$ cat config.mk
export PLATFORM = sky130hd
export DESIGN_NAME = bypass_adder
export DESIGN_NICKNAME = d
export VERILOG_FILES = /design/src/rtl/bypass_adder_pkg.sv /design/src/rtl/bypass_bit_cell.sv /design/src/rtl/bypass_group_pg.sv /design/src/rtl/bypass_slice.sv /design/src/rtl/bypass_adder.sv
export SDC_FILE = /design/constraint.sdc
export NUM_CORES = 1
export LEC_CHECK = 0
export BUFFER_PORTS_ARGS = -buffer_cell sky130_fd_sc_hd__buf_4
export CAP_MARGIN = 10
export CORE_UTILIZATION = 50
export DETAILED_ROUTE_END_ITERATION = 12
export PLACE_DENSITY = 0.83
export SYNTH_ARGS = -nofsm -noshare
export SYNTH_HDL_FRONTEND = slang
export SYNTH_SLANG_ARGS = --single-unit
$ cat constraint.sdc
create_clock -name vclk -period 11.1
set_input_delay 1.665 -clock vclk [all_inputs]
set_output_delay 1.665 -clock vclk [all_outputs]
set_load 0.02 [all_outputs]
$ cat src/rtl/bypass_adder_pkg.sv
package bypass_adder_pkg;

    localparam int SLICE_W = 4;

    typedef struct packed {
        logic gen;
        logic prop;
    } pg_t;

    // Per-bit terms: generate is AND, propagate is the inclusive OR.
    function automatic pg_t bit_pg(input logic a_bit, input logic b_bit);
        pg_t r;
        r.gen  = a_bit & b_bit;
        r.prop = a_bit | b_bit;
        return r;
    endfunction

    // Combine a more significant span (hi) with a less significant span (lo).
    function automatic pg_t pg_merge(input pg_t hi, input pg_t lo);
        pg_t r;
        r.gen  = hi.gen | (hi.prop & lo.gen);
        r.prop = hi.prop & lo.prop;
        return r;
    endfunction

    // Carry leaving a span given its pair and the carry entering it.
    function automatic logic pg_carry(input pg_t t, input logic c_in);
        return t.gen | (t.prop & c_in);
    endfunction

endpackage

$ cat src/rtl/bypass_bit_cell.sv
module bypass_bit_cell
    import bypass_adder_pkg::*;
(
    input  logic a_bit,
    input  logic b_bit,
    input  logic c_in,
    output pg_t  pg,
    output logic s_bit,
    output logic c_out
);

    pg_t pg_w;

    always_comb begin
        pg_w  = bit_pg(a_bit, b_bit);
        s_bit = a_bit ^ b_bit ^ c_in;
        c_out = pg_carry(pg_w, c_in);
    end

    assign pg = pg_w;

endmodule

$ cat src/rtl/bypass_group_pg.sv
module bypass_group_pg
    import bypass_adder_pkg::*;
#(
    parameter int BITS = SLICE_W
) (
    input  pg_t [BITS-1:0] bit_terms,
    output pg_t            grp
);

    pg_t [BITS-1:0] acc;

    assign acc[0] = bit_terms[0];

    genvar i;
    generate
        for (i = 1; i < BITS; i++) begin : g_fold
            assign acc[i] = pg_merge(bit_terms[i], acc[i-1]);
        end
    endgenerate

    assign grp = acc[BITS-1];

endmodule

$ cat src/rtl/bypass_slice.sv
module bypass_slice
    import bypass_adder_pkg::*;
#(
    parameter int BITS = SLICE_W
) (
    input  logic [BITS-1:0] a_s,
    input  logic [BITS-1:0] b_s,
    input  logic            c_in,
    output logic [BITS-1:0] s_s,
    output logic            c_skip,
    output logic            c_ripple,
    output pg_t             grp
);

    pg_t [BITS-1:0]  terms;
    logic [BITS:0]   chain;

    assign chain[0] = c_in;

    genvar i;
    generate
        for (i = 0; i < BITS; i++) begin : g_bit
            bypass_bit_cell u_cell (
                .a_bit (a_s[i]),
                .b_bit (b_s[i]),
                .c_in  (chain[i]),
                .pg    (terms[i]),
                .s_bit (s_s[i]),
                .c_out (chain[i+1])
            );
        end
    endgenerate

    bypass_group_pg #(.BITS(BITS)) u_grp (
        .bit_terms (terms),
        .grp       (grp)
    );

    assign c_skip   = pg_carry(grp, c_in);
    assign c_ripple = chain[BITS];

endmodule

$ cat src/rtl/bypass_adder.sv
module bypass_adder
    import bypass_adder_pkg::*;
#(
    parameter int WIDTH = 32
) (
    input  logic [WIDTH-1:0] a,
    input  logic [WIDTH-1:0] b,
    input  logic             ci,
    output logic [WIDTH-1:0] sum,
    output logic             co
);

    localparam int NSEC = WIDTH / SLICE_W;

    generate
        if (WIDTH % SLICE_W != 0 || WIDTH < SLICE_W) begin : g_bad_width
            $error("bypass_adder: WIDTH must be a positive multiple of the slice width");
        end
    endgenerate

    logic [NSEC:0]   link;
    logic [NSEC-1:0] sec_ci;
    logic [NSEC-1:0] sec_co;
    logic [NSEC-1:0] sec_rip;
    logic [NSEC-1:0] sec_p;
    logic [NSEC-1:0] sec_g;

    assign link[0] = ci;

    genvar s;
    generate
        for (s = 0; s < NSEC; s++) begin : g_slice
            pg_t grp_w;

            bypass_slice #(.BITS(SLICE_W)) u_slice (
                .a_s      (a[s*SLICE_W +: SLICE_W]),
                .b_s      (b[s*SLICE_W +: SLICE_W]),
                .c_in     (link[s]),
                .s_s      (sum[s*SLICE_W +: SLICE_W]),
                .c_skip   (link[s+1]),
                .c_ripple (sec_rip[s]),
                .grp      (grp_w)
            );

            assign sec_ci[s] = link[s];
            assign sec_co[s] = link[s+1];
            assign sec_p[s]  = grp_w.prop;
            assign sec_g[s]  = grp_w.gen;
        end
    endgenerate

    assign co = link[NSEC];

endmodule

==> impl_metrics.yaml, run 1 <==
floorplanning:
  die_area_sq_um: 4920
  die_h_um: 70.2
  rows: 24
  core_sq_um: 4410
  ios: 98
  die_x_um: 70.2
  start_util_pct: 52.6
logic_synthesis:
  synth_cell_type_count: 31
  synth-seq-area-share_pct: 0
  ys.warnings.count: 0
  synth_common_cells: "inv_1 (98), ha_1 (64), buf_4 (32)"
  syn_nets: 433
  synth_top_area_share_pct: 34.5
  synthSimpleGateAreaFrac_pct: 5.12
  syn_inst: 280
  yosys.area_share.xor_xnor_pct: 3.02
  synth_area_leaders: "ha_1 (34%), fa_1 (21%), inv_1 (16%)"
  synth_top_area_cell: "ha_1"
  yosysMostFrequentCell: "inv_1"
  synthMuxAreaShare_pct: 0
  synth_top_family_by_area: "adder cells"
  synth-compound-area-share_pct: 10.6
  synth_fa_ha_area_share_pct: 55.1
  syn_avg_cell_area_sq_um: 8.30
  synth_area_sq_um: 2320
sta:
  rsz0062_at_grt: "false"
  final-max-slew-violation-count: 0
  fin_tns_setup_ps: 0
  final-setup-viol-count: 0
  fin_crit_ps: 6270
  hold_viol: 0
  worst_pin_slew_ps: 510
  worst_slew_margin_rel_pct: 65.7
  period_share_pct: 56.5
  max_freq_ghz: 0.159
hold_path:
  min_path_type: "in -> out"
  holdPathStages: 3
route:
  firstDrtPassIters: 4
  drt_iter0_markers: 39
  ant_nets: 0
  wl_met3_um: 177
  totalWireLength_mm: 4.28
  via_per_inst: 4.52
  wire_per_inst_um: 10.8
  maxUsedRoutingLayer: "met3"
  vias: 1799
  wl_met2_mm: 2.46
  post-route-drc-count: 0
  drt-met1-wl_mm: 1.65
status:
  status: "finished, final reports clean"
power_and_ir_drop:
  p_clk_share_pct: 0
  net-switching-power_mw: 0.0889
  p_int_mw: 0.0763
  leakagePower_nw: 1.77
  power_switching_share_pct: 53.8
  cellPowerDensity_nw_per_um2: 57.3
  pwr-share-comb_pct: 100.0
  vdd_drop_max_mv: 0.0321
  p_seq_share_pct: 0
global_routing:
  grt_use_total_pct: 17.8
  grt_pass1_wl_mm: 7.42
  grt_pass1_vias: 1853
  overflow: 0
  grt_max_degree: 5
  antenna_found_initial: 0
cells_and_area:
  nFlopsAndLatches: 0
  syn_to_final_growth_pct: 24.1
  n_antenna_cell: 0
  drive_above_1_share_pct: 29.5
  n_clock_buffer: 0
  finalNetCount: 501
  stdcell_count: 398
  regArea_sq_um: 0
placement:
  dp_hpwl_mm: 4.09
  dpl.cell_count: 398
  gp_congestion: 0.753
  io_buffer_count: 98
worst_setup_path:
  crit_required_ps: 9440
  endpoint_kind: "output pin"
  crit_fanout: 3
  worstSetupPathType: "in -> out"
  start_kind: "input port"
  worstPathArrival_ps: 4610
cts:
  holdBufCountCts: 0
  postCtsSetupRepairBufs: 0
  cts.repair.resized: 0
run:
  cap_viol_max_count: 0
[power groups by stage]
| stage | registers [mW] | logic, mW | clock network [mW] |
|---|---|---|---|
| 6_report | 0 | 0.165 | 0 |
| 5_1_grt | 0 | 0.183 | 0 |
| 4_1_cts | 0 | 0.168 | 0 |
| 3_5_place_dp | 0 | 0.167 | 0 |
| 3_3_place_gp | 0 | 0.163 | 0 |
| 2_1_floorplan | 0 | 0.125 | 0 |
[worst max-delay path, cell delays in order]
cell	delay (ps)
buf_4	120
ha_1	180
nor3b_1	160
o31ai_4	250
a21oi_2	90
a221oi_1	270
nand2_1	150
a211o_1	290
fa_1	400
fa_1	370
inv_1	80
fa_1	400
inv_1	60
buf_4	130
[cells by family (layout without fill, tap and decap cells)]
logic type	Yosys count	in the layout
AND/OR/NAND/NOR	21	21
AO/OA/AOI/OAI	33	33
adder cells (fa/ha/maj)	88	88
buffers and inverters	130	196
XOR/XNOR	8	8
[worst paths after layout]
| kind | slack, ps | startpoint | to |
|---|---|---|---|
| setup / recovery | 4830 | a[0] | sum[22] |
| hold / removal | 3710 | b[1] | sum[1] |
[cell type report]
type               count  area (sq um)
fillers              373          1530
inverters             98           368
multi-input cells    150          1720
well taps             52          65.1
repair buffers        98           736
[routing by layer]
| layer | vias up | track usage (%) |
|---|---|---|
| li1 | 925 | - |
| met1 | 826 | 18.9 |
| met3 | 0 | 1.01 |
| met4 | 0 | 0 |
| met5 | - | 0 |
| met2 | 48 | 39.1 |
[cells in the final DEF, fill, tap and decap left out, drive strengths merged, types with 2 or more instances in the layout]
master	instances
xor2	6
a31o	2
a21oi	15
ha	64
nor2	3
nor4	6
buf	98
a211o	2
o21ai	2
nand2b	2
o31ai	4
o31a	2
nand2	4
xnor2	2
inv	98
fa	24
[through the flow]
step	util [%]	power (mW)	hold WS (ps)	setup slack, ps	area [sq um]
after floorplan	-	0.125	3590	5200	2320
after global placement	65.3	0.163	3710	4880	2880
after detailed placement	65.3	0.167	3710	4810	2880
after CTS	65.3	0.168	3710	4810	2880
after global routing	65.3	0.183	3730	4580	2880
final	65.3	0.165	3710	4830	2880
No activity file was read; power rests on OpenSTA's default activity.
==> inputs of run 2 (changes only) <==
==> constraint.sdc (replaced) <==
create_clock -name vclk -period 5.77
set_input_delay 0.8655 -clock vclk [all_inputs]
set_output_delay 0.8655 -clock vclk [all_outputs]
set_load 0.02 [all_outputs]
==> run 2 against run 1 <==
  * Total power rose by 92%
  * Flip-flop and latch count did not move
  * Largest power group unchanged
  * Critical path type unchanged
  * Global-route usage is essentially flat
==> impl_metrics.yaml, run 2 (synthesis gave the netlist of run 1 again) <==
placement:
  post-place-ws_ps: 1100
  io_buffer_count: 98
  dp_hpwl_mm: 4.08
  dpl.cell_count: 398
  gp_congestion: 0.753
route:
  via_per_inst: 4.58
  wire_per_inst_um: 10.5
  vias: 1822
  ant_nets: 0
  totalWireLength_mm: 4.19
  maxUsedRoutingLayer: "met3"
  drt-met1-wl_mm: 1.56
  firstDrtPassIters: 4
  wl_met3_um: 225
  drt_iter0_markers: 42
  post-route-drc-count: 0
  wl_met2_mm: 2.40
global_routing:
  antenna_found_initial: 0
  grt_pass1_vias: 1848
  overflow: 0
  grt_pass1_wl_mm: 7.40
  grt_use_total_pct: 17.7
  grt_max_degree: 5
cells_and_area:
  n_clock_buffer: 0
  stdcell_count: 398
  mostFrequentLayoutCells: "inv_1 (98), buf_4 (98), ha_1 (64)"
  nFlopsAndLatches: 0
  drive_above_1_share_pct: 29.5
  n_antenna_cell: 0
  syn_to_final_growth_pct: 24.1
  finalNetCount: 501
  regArea_sq_um: 0
sta:
  hold_viol: 0
  max_freq_ghz: 0.216
  final-max-slew-violation-count: 0
  fin_crit_ps: 4640
  period_share_pct: 80.4
  fin_ws_ps: 1130
  worst_slew_margin_rel_pct: 66.2
  worst_pin_slew_ps: 503
  rsz0062_at_grt: "false"
  final-setup-viol-count: 0
  fin_tns_setup_ps: 0
floorplanning:
  start_util_pct: 52.6
  die_area_sq_um: 4920
  rows: 24
  core_sq_um: 4410
  die_x_um: 70.2
  ios: 98
  die_h_um: 70.2
cts:
  cts.repair.resized: 0
  holdBufCountCts: 0
  postCtsSetupRepairBufs: 0
status:
  status: "finished, final reports clean"
hold_path:
  hold-path-endpoint: "sum[1]"
  holdPathStages: 3
  min_path_type: "in -> out"
  min_from: "b[1]"
worst_setup_path:
  endpoint_kind: "output pin"
  path_common_cell: "fa_1"
  worstPathArrival_ps: 3770
  worstSetupPathType: "in -> out"
  critical_path_buf_inv_count: 4
  crit_chain: "buf_4 -> ha_1 -> nor3b_1 -> o31ai_4 -> a21oi_2 -> a221oi_1 -> nand2_1 -> a211o_1 -> fa_1 -> fa_1 -> inv_1 -> fa_1 -> inv_1 -> buf_4"
  crit_required_ps: 4900
  cpPeakStageDelay_ps: 400
  slowest_stage: "fa_1"
  start_kind: "input port"
  crit_fanout: 3
  critPathTopFamily: "adder cells"
power_and_ir_drop:
  leakagePower_nw: 1.77
  cellPowerDensity_nw_per_um2: 110
  vdd_drop_max_mv: 0.0576
run:
  cap_viol_max_count: 0
[run 2: cell counts in the layout (fill, tap and decap cells not counted)]
Identical to the previous run, type by type.
[run 2: layout make-up]
cell class,instances,area [sq um]
fillers,371,1530
inverters,98,368
multi-input cells,150,1720
well taps,52,65.1
repair buffers,98,736
[run 2: stage by stage]
step / power, mW / instance area [sq um] / util [%] / hold slack, ps
after global placement: 0.313 / 2880 / 65.3 / 2110
after CTS: 0.323 / 2880 / 65.3 / 2110
after global routing: 0.353 / 2880 / 65.3 / 2130
after floorplan: 0.240 / 2320 / - / 1990
final: 0.318 / 2880 / 65.3 / 2110
after detailed placement: 0.322 / 2880 / 65.3 / 2110
[run 2: tightest hold or removal path, stage by stage]
cell and delay, ps:
buf_4 100, fa_1 150, buf_4 130
[run 2: how the worst max path moves through the flow]
stage          startpoint       to  slack, ps  depth (start not counted)
2_1_floorplan        a[0]  sum[22]       1470                         13
3_3_place_gp         a[0]  sum[22]       1150                         14
3_5_place_dp         a[2]  sum[22]       1100                         15
4_1_cts              a[0]  sum[22]       1090                         14
5_1_grt              a[2]  sum[22]        830                         15
6_report             a[0]  sum[22]       1130                         14
[run 2: where the power goes]
group	switching (mW)	internal (mW)
clock network	0	0
logic	0.171	0.147
registers	0	0
[run 2: routing by layer]
metal  vias up  GRT usage, %
li1        924             -
met1       844          19.8
met2        54          37.6
met3         0          1.15
met4         0         0.444
met5         -             0
==> inputs of run 3 (changes only) <==
==> constraint.sdc (replaced) <==
create_clock -name vclk -period 4.3
set_input_delay 0.645 -clock vclk [all_inputs]
set_output_delay 0.645 -clock vclk [all_outputs]
set_load 0.02 [all_outputs]
==> run 3 against run 2 <==
  * Final area rose by 1.2%
  * Die area did not move
  * Clock-buffer cell count did not move
  * Via count rose by 1.1%
  * Sequential share of layout area did not move
  * First-iteration DRC count did not move
  * Critical path depth rose by 1
  * Setup slack got worse by 950 ps
  * Flip-flop and latch count did not move
  * Cell count rose by 0.50%
  * Total power rose by 37%
  * Critical endpoint is now sum[26]
==> impl_metrics.yaml, run 3 (synthesis gave the netlist of run 1 again) <==
status:
  status: "finished, final reports clean"
placement:
  dp_hpwl_mm: 4.08
  dpl.cell_count: 398
  gp_congestion: 0.753
  io_buffer_count: 98
  post-place-ws_ps: 69.5
worst_setup_path:
  start_kind: "input port"
  endpoint_kind: "output pin"
  worstSetupPathType: "in -> out"
  crit_required_ps: 3650
  crit_fanout: 2
  worstPathArrival_ps: 3470
sta:
  max_freq_ghz: 0.243
  fin_ws_ps: 184
  worst_slew_margin_rel_pct: 64.4
  period_share_pct: 95.7
  hold_viol: 0
  final-setup-viol-count: 0
  fin_tns_setup_ps: 0
  final-max-slew-violation-count: 0
  rsz0062_at_grt: "false"
  worst_pin_slew_ps: 530
  hold_ws_ps: 1670
  fin_crit_ps: 4120
cells_and_area:
  n_clock_buffer: 0
  fillCellCount: 371
  mostFrequentLayoutCells: "buf_4 (100), inv_1 (98), ha_1 (63)"
  nFlopsAndLatches: 0
  stdcell_count: 400
  multiInputGateArea_sq_um: 1740
  n_antenna_cell: 0
  drive_above_1_share_pct: 31.3
  finalNetCount: 503
  syn_to_final_growth_pct: 25.6
  mostFrequentLayoutCell: "buf_4"
  regArea_sq_um: 0
route:
  wire_per_inst_um: 10.7
  firstDrtPassIters: 4
  post-route-drc-count: 0
  drt_iter0_markers: 42
  ant_nets: 0
  vias: 1842
  totalWireLength_mm: 4.28
  via_per_inst: 4.61
global_routing:
  grt_max_degree: 5
  grt_pass1_vias: 1864
  grt_pass1_wl_mm: 7.40
  overflow: 0
  grt_use_total_pct: 17.7
  antenna_found_initial: 0
power_and_ir_drop:
  cellPowerDensity_nw_per_um2: 149
  pwr-share-comb_pct: 100.0
  p_seq_share_pct: 0
  power_switching_share_pct: 53.5
  vdd_drop_max_mv: 0.0797
  net-switching-power_mw: 0.232
  p_int_mw: 0.202
  p_clk_share_pct: 0
  leakagePower_nw: 1.78
floorplanning:
  core_sq_um: 4410
  die_h_um: 70.2
  die_x_um: 70.2
  start_util_pct: 52.6
  die_area_sq_um: 4920
  ios: 98
  rows: 24
hold_path:
  min_path_type: "in -> out"
run:
  cap_viol_max_count: 0
[run 3: critical path, cell delays in order]
cell and delay (ps):
buf_4 110, ha_1 180, nor3b_1 170, o31ai_4 240
a21oi_2 100, a221oi_2 180, nand2_1 100, buf_4 150
a31o_1 190, fa_1 380, fa_1 360, inv_1 70
fa_1 400, inv_1 60, buf_4 130
[run 3: layout make-up]
type | count | share of cell area, %
multi-input combinational | 150 | 59.5
inverter | 98 | 12.6
timing repair buffer | 100 | 25.7
tap | 52 | 2.23
[run 3: per-layer routing]
metal	vias to the layer above	routed length (um)	track usage, %
met5	-	0	0
met4	0	14	0.667
met3	2	182	1.30
met2	48	2470	38.1
met1	864	1620	19.1
li1	928	-	-
[run 3: worst paths after layout]
check | slack [ps] | start | cells past startpoint | end
min | 1670 | b[1] | 3 | sum[1]
max | 180 | a[0] | 15 | sum[26]
[run 3: power by group through the flow]
stage | combinational (mW) | clock (mW) | sequential, mW
2_1_floorplan | 0.322 | 0 | 0
3_3_place_gp | 0.420 | 0 | 0
3_5_place_dp | 0.432 | 0 | 0
4_1_cts | 0.434 | 0 | 0
5_1_grt | 0.480 | 0 | 0
6_report | 0.434 | 0 | 0
[run 3: what timing repair did]
item,CTS,global route
hold buffers,0,0
resized for setup,0,5
endpoints found under the setup margin,0,3
setup buffers,0,2
[run 3: through the flow]
step | cell area (sq um) | power, mW | util (%)
floorplan | 2320 | 0.322 | -
global placement | 2880 | 0.420 | 65.3
detailed placement | 2880 | 0.432 | 65.3
CTS | 2880 | 0.434 | 65.3
global route | 2920 | 0.480 | 66.1
finish | 2920 | 0.434 | 66.1
